===== src/rtl/pfmux_pkg.sv =====
package pfmux_pkg;

    localparam int PORT_PINS = 32;
    localparam int BANK_SPAN = 256;

    // register select, address bits [5:4]
    typedef enum logic [1:0] {
        REG_OWN  = 2'd0,
        REG_PLA  = 2'd1,
        REG_PLB  = 2'd2,
        REG_NONE = 2'd3
    } reg_kind_e;

    // access select, address bits [3:2]
    typedef enum logic [1:0] {
        ACC_PLAIN = 2'd0,
        ACC_SET   = 2'd1,
        ACC_CLR   = 2'd2,
        ACC_NONE  = 2'd3
    } acc_e;

    typedef struct packed {
        logic [PORT_PINS-1:0] own;
        logic [PORT_PINS-1:0] pla;
        logic [PORT_PINS-1:0] plb;
    } bank_t;

    localparam bank_t BANK_RESET = '{own: '1, pla: '0, plb: '0};

    typedef struct packed {
        logic                 rvalid;
        logic [PORT_PINS-1:0] rdata;
    } rd_t;

    function automatic logic [PORT_PINS-1:0] apply_acc(
        input logic [PORT_PINS-1:0] cur,
        input acc_e                 acc,
        input logic [PORT_PINS-1:0] mask
    );
        case (acc)
            ACC_SET: apply_acc = cur | mask;
            ACC_CLR: apply_acc = cur & ~mask;
            default: apply_acc = cur;
        endcase
    endfunction

endpackage


===== src/rtl/pfmux_decode.sv =====
module pfmux_decode
    import pfmux_pkg::*;
#(
    parameter int ADDR_W    = 12,
    parameter int NUM_PORTS = 4
) (
    input  logic [ADDR_W-1:0]    addr,
    output logic [NUM_PORTS-1:0] port_hit,
    output reg_kind_e            kind,
    output acc_e                 acc
);
    localparam int PORT_W = ADDR_W - 8;

    logic legal;

    always_comb begin
        kind  = REG_NONE;
        acc   = ACC_NONE;
        legal = 1'b0;
        if (addr[1:0] == 2'b00 && addr[7:6] == 2'b00) begin
            kind  = reg_kind_e'(addr[5:4]);
            acc   = acc_e'(addr[3:2]);
            legal = (kind != REG_NONE) && (acc != ACC_NONE);
        end
    end

    for (genvar p = 0; p < NUM_PORTS; p++) begin : g_hit
        assign port_hit[p] = legal && (addr[ADDR_W-1:8] == PORT_W'(p));
    end

endmodule


===== src/rtl/pfmux_bank.sv =====
module pfmux_bank
    import pfmux_pkg::*;
(
    input  logic                 clk,
    input  logic                 rst_n,
    input  logic                 wr_stb,
    input  reg_kind_e            kind,
    input  acc_e                 acc,
    input  logic [PORT_PINS-1:0] wdata,
    output logic [PORT_PINS-1:0] rd_val,
    output logic [PORT_PINS-1:0] own,
    output logic [PORT_PINS-1:0] pla,
    output logic [PORT_PINS-1:0] plb
);
    bank_t st_d, st_q;

    always_comb begin
        st_d = st_q;
        if (wr_stb) begin
            case (kind)
                REG_OWN: st_d.own = apply_acc(st_q.own, acc, wdata);
                REG_PLA: st_d.pla = apply_acc(st_q.pla, acc, wdata);
                REG_PLB: st_d.plb = apply_acc(st_q.plb, acc, wdata);
                default: ;
            endcase
        end
    end

    always_ff @(posedge clk) begin
        if (!rst_n) st_q <= BANK_RESET;
        else        st_q <= st_d;
    end

    always_comb begin
        case (kind)
            REG_OWN: rd_val = st_q.own;
            REG_PLA: rd_val = st_q.pla;
            REG_PLB: rd_val = st_q.plb;
            default: rd_val = '0;
        endcase
    end

    assign own = st_q.own;
    assign pla = st_q.pla;
    assign plb = st_q.plb;

endmodule


===== src/rtl/pfmux_top.sv =====
module pfmux_top
    import pfmux_pkg::*;
#(
    parameter int ADDR_W    = 12,
    parameter int NUM_PORTS = 4,
    localparam int NUM_PINS = NUM_PORTS * PORT_PINS
) (
    input  logic                  clk,
    input  logic                  rst_n,
    input  logic                  bus_wr,
    input  logic                  bus_rd,
    input  logic [ADDR_W-1:0]     bus_addr,
    input  logic [PORT_PINS-1:0]  bus_wdata,
    output logic [PORT_PINS-1:0]  bus_rdata,
    output logic                  bus_rvalid,
    output logic [NUM_PINS-1:0]   pin_gpio_own,
    output logic [2*NUM_PINS-1:0] pin_func
);
    logic [NUM_PORTS-1:0] port_hit;
    reg_kind_e            kind;
    acc_e                 acc;
    logic [PORT_PINS-1:0] bank_rd [NUM_PORTS];
    logic [PORT_PINS-1:0] bank_pla [NUM_PORTS];
    logic [PORT_PINS-1:0] bank_plb [NUM_PORTS];

    pfmux_decode #(.ADDR_W(ADDR_W), .NUM_PORTS(NUM_PORTS)) u_dec (
        .addr     (bus_addr),
        .port_hit (port_hit),
        .kind     (kind),
        .acc      (acc)
    );

    for (genvar p = 0; p < NUM_PORTS; p++) begin : g_bank
        pfmux_bank u_bank (
            .clk    (clk),
            .rst_n  (rst_n),
            .wr_stb (bus_wr && port_hit[p]),
            .kind   (kind),
            .acc    (acc),
            .wdata  (bus_wdata),
            .rd_val (bank_rd[p]),
            .own    (pin_gpio_own[p*PORT_PINS +: PORT_PINS]),
            .pla    (bank_pla[p]),
            .plb    (bank_plb[p])
        );

        for (genvar b = 0; b < PORT_PINS; b++) begin : g_pin
            assign pin_func[2*(p*PORT_PINS+b) +: 2] = {bank_plb[p][b], bank_pla[p][b]};
        end
    end

    // read path: registered, one cycle after the strobe
    rd_t rd_d, rd_q;

    always_comb begin
        rd_d.rvalid = bus_rd;
        rd_d.rdata  = '0;
        if (bus_rd) begin
            for (int p = 0; p < NUM_PORTS; p++) begin
                if (port_hit[p]) rd_d.rdata = rd_d.rdata | bank_rd[p];
            end
        end else begin
            rd_d.rdata = rd_q.rdata;
        end
    end

    always_ff @(posedge clk) begin
        if (!rst_n) rd_q <= '0;
        else        rd_q <= rd_d;
    end

    assign bus_rdata  = rd_q.rdata;
    assign bus_rvalid = rd_q.rvalid;

endmodule


===== config.mk =====
export PLATFORM = sky130hd
export DESIGN_NAME = pfmux_top
export DESIGN_NICKNAME = d
export VERILOG_FILES = /design/src/rtl/pfmux_pkg.sv /design/src/rtl/pfmux_decode.sv /design/src/rtl/pfmux_bank.sv /design/src/rtl/pfmux_top.sv
export SDC_FILE = /design/constraint.sdc
export NUM_CORES = 1
export LEC_CHECK = 0
export BUFFER_PORTS_ARGS = -buffer_cell sky130_fd_sc_hd__buf_2
export CORE_MARGIN = 2
export CORE_UTILIZATION = 25
export CTS_BUF_LIST = sky130_fd_sc_hd__clkbuf_2 sky130_fd_sc_hd__clkbuf_4 sky130_fd_sc_hd__clkbuf_8
export CTS_CLUSTER_SIZE = 25
export DETAILED_ROUTE_END_ITERATION = 12
export MAX_ROUTING_LAYER = met4
export SLEW_MARGIN = 10
export SYNTH_ARGS = -nofsm -noshare
export SYNTH_HDL_FRONTEND = slang
export SYNTH_HIERARCHICAL = 1
export SYNTH_SLANG_ARGS = --single-unit

===== constraint.sdc =====
create_clock -name clk -period 3.1 [get_ports clk]
set_input_delay 0.31 -clock clk [delete_from_list [all_inputs] [get_ports clk]]
set_output_delay 0.31 -clock clk [all_outputs]
set_load 0.02 [all_outputs]

==> metrics.md <==
| Metric | Value |
|---|---|
| Status | `finished clean` |
| Worst hold path class | `in -> reg` |
| Setup TNS | `0 ns` |
| Avg Cell Area, Syn | `8.61 um^2` |
| Setup bufs post-CTS | `0` |
| P&R area growth vs syn | `26.4%` |
| Post-synthesis register bit count | `417` |
| Worst slack at placement | `0.00668 ns` |
| RSZ-0062 raised after global routing | `no` |
| DR vias | `19,300` |
| Fin util | `0.318` |
| Worst clock skew | `0.0199 ns` |
| Sequential area share after synthesis | `0.414` |
| Hold Startpoint | `rst_n` |
| Root buffer cell | `clkbuf_8` |
| Total core area | `80,200 um^2` |
| Fin crit share | `0.790` |
| Period minus WS final | `2.45 ns` |
| Ports | `465` |
| Post-DP HPWL | `65,200 um` |
| Die X | `288 um` |
| Row cnt | `104` |
| First-pass GRT wire length | `131,000 um` |
| Vias in the first global route | `17,900` |
| Clk_lat worst skew | `0.69 ns` |
| Leak | `12.8 nW` |
| # hold bufs at CTS | `0` |
| Total power | `0.0119 W` |
| Die height | `288 um` |
| Die area | `83,000 um^2` |
| Worst r2r path cells | `4` |
| Pwr Density | `465 nW/um^2` |
| Largest net degree at the start of global routing | `86` |
| Cells after Synth | `2,343` |
| CTS Buf Count | `80` |
| Remaining Overflow, GRT | `0` |
| Max-cap violations | `0` |
| Req. time, crit path | `3.71 ns` |
| Setup Viol. Count Final | `0` |
| Mapped Area | `20,200 um^2` |
| Hold path cells | `2` |
| Initial antenna violation count | `9` |
| Critical-path maximum fanout | `63` |
| R2R Setup Slk | `1.42 ns` |
| 1st-iter DRT viols | `1,406` |
| Synth Net Count | `2,395` |
| Relative slew slack | `0.390` |
| Critical Path Source | `bus_addr[1]` |
| Final WL | `93,200 um` |
| Max-slew violation count | `0` |
| Synth unique cells | `34` |
| Setup crit start kind | `input pin` |
| Crit path capture type | `flip-flop` |
| Tightest Pin Transition | `0.905 ns` |
| Crit Path Category | `in -> reg` |
| Achievable frequency | `408 MHz` |
| Ys Warns | `6` |
| GPL Wtd Cong | `0.863` |
| Worst Path Arrival | `3.06 ns` |
| Post-route ant nets | `0` |
| Avg WL per Cell | `23.9 um` |
| GRT Util Overall | `0.222` |
| Post-CTS Resized | `0` |
| VDD IR-drop max | `308 uV` |
| Vias per std cell | `4.95` |
| Clock buffer depth | `3` |
| I/O Buffers | `464` |
| Nets | `2,831` |
| Htree depth | `3` |
| Setup WS post-layout | `0.650 ns` |
| Fillers | `8,598` |
| DRC | `0` |
| Final Hold Vio Count | `0` |
| Starting Density | `0.252` |
| CTS tree | `yes` |
| Clock sink count | `417` |
| Share of cells above drive strength 1 | `0.276` |
| Drt first pass iters | `7` |
| Clk slew on worst S/H paths | `0.06 ns` |
-- worst max-delay path: stages --
cell and delay [ns]:
buf_2 0.10, nor4_1 0.62, buf_4 0.27, or2b_1 0.31
ha_1 0.38, nor4b_4 0.35, buf_12 0.30, buf_4 0.17
a21oi_1 0.06, o21ai_1 0.14
-- cells by family after synthesis --
| logic type | synth area share |
|---|---|
| AOI/OAI and AO/OA | 0.149 |
| DFF | 0.414 |
| adders and majority gates | 0.00248 |
| and+or+nand+nor | 0.177 |
| buffers and inverters | 0.0673 |
| muxes | 0.190 |
-- power breakdown --
| group | switching [W] | internal (W) |
|---|---|---|
| clock | 0.00258 | 0.00325 |
| combinational | 0.000486 | 0.000141 |
| sequential | 0.0000101 | 0.00538 |
-- cells in the final DEF, fill, tap and decap left out, types with 2 or more instances in the layout --
cell type   synthesis  routed
mux2i_1           384     384
nor4bb_4            0       4
and2_1              5       5
and4bb_2            4       4
dfxtp_1           417     417
nand2b_4            0       2
or4b_1              2       2
ha_1                4       3
nor3_2              0       4
buf_4              13      71
nor2b_4             0       4
o21ai_2             4       4
o21ai_0           148     148
inv_6               0       4
a31oi_1            32      32
and3_1            128     128
o21ai_1           136     136
buf_12              7      33
buf_2              54     463
clkbuf_8            0      94
a21oi_1           128     128
a22oi_1            20      20
bufinv_16           0       2
inv_1               4       4
clkinv_2            0       7
clkinvlp_4          0       2
nand2b_2            0       4
clkbuf_4            0      28
a22oi_2            44      44
nand2_1           640     640
nor4b_4             4       4
diode_2             0       9
-- synthesized netlist by cell type, drive strengths merged --
cell | instances | share of area
and3 | 128 | 0.040
and2 | 5 | 0.0016
nor2b | 4 | 0.0012
nor4b | 4 | 0.0047
or4b | 2 | 0.00099
nand2 | 640 | 0.12
o21ai | 288 | 0.072
or4bb | 1 | 0.00056
nor3 | 4 | 0.00099
or2b | 1 | 0.00037
dfxtp | 417 | 0.41
nand2b | 7 | 0.0022
nor4bb | 4 | 0.0020
a22o | 1 | 0.00043
ha | 4 | 0.0025
a31oi | 32 | 0.0099
a21oi | 128 | 0.032
and4bb | 4 | 0.0025
clkbuf | 101 | 0.019
or4 | 2 | 0.00093
a22oi | 64 | 0.035
buf | 113 | 0.048
mux2i | 384 | 0.19
inv | 4 | 0.00074
nor4 | 1 | 0.00031
-- stage by stage --
| step | std cells | cell area (um^2) | hold slack [ns] |
|---|---|---|---|
| final | 3903 | 25500 | 0.0733 |
| after global routing | 3902 | 25500 | 0.0600 |
| after CTS | 3894 | 25500 | 0.0300 |
| after detailed placement | 3757 | 23800 | 0.466 |
| after global placement | 3757 | 23800 | 0.457 |
| after floorplan | 2343 | 20200 | 0.448 |
-- layer usage --
metal  routed length, um  vias up  GRT usage
li1                    -     8979          -
met1               40800     9409      0.287
met2               43000      778      0.344
met3                7030      148     0.0476
met4                2380        0     0.0699
met5                   0        -          -
-- worst paths after layout --
check	to
worst max register to register	bus_rdata[30]
worst min-delay path	flip-flop
worst min register to register	flip-flop
worst max-delay path	flip-flop
-- cell type report --
cell class	count	area (um^2)	share of cell area
multi-input combinational	1708	10600	0.416
clock buffer	122	1500	0.0590
sequential	417	8350	0.327
antenna	9	22.5	0.000883
tap	1060	1330	0.0520
inverter	4	15.0	0.000589
clock inverter	15	145	0.00569
timing repair buffer	568	3530	0.138
No activity file was read; power rests on OpenSTA's default activity.
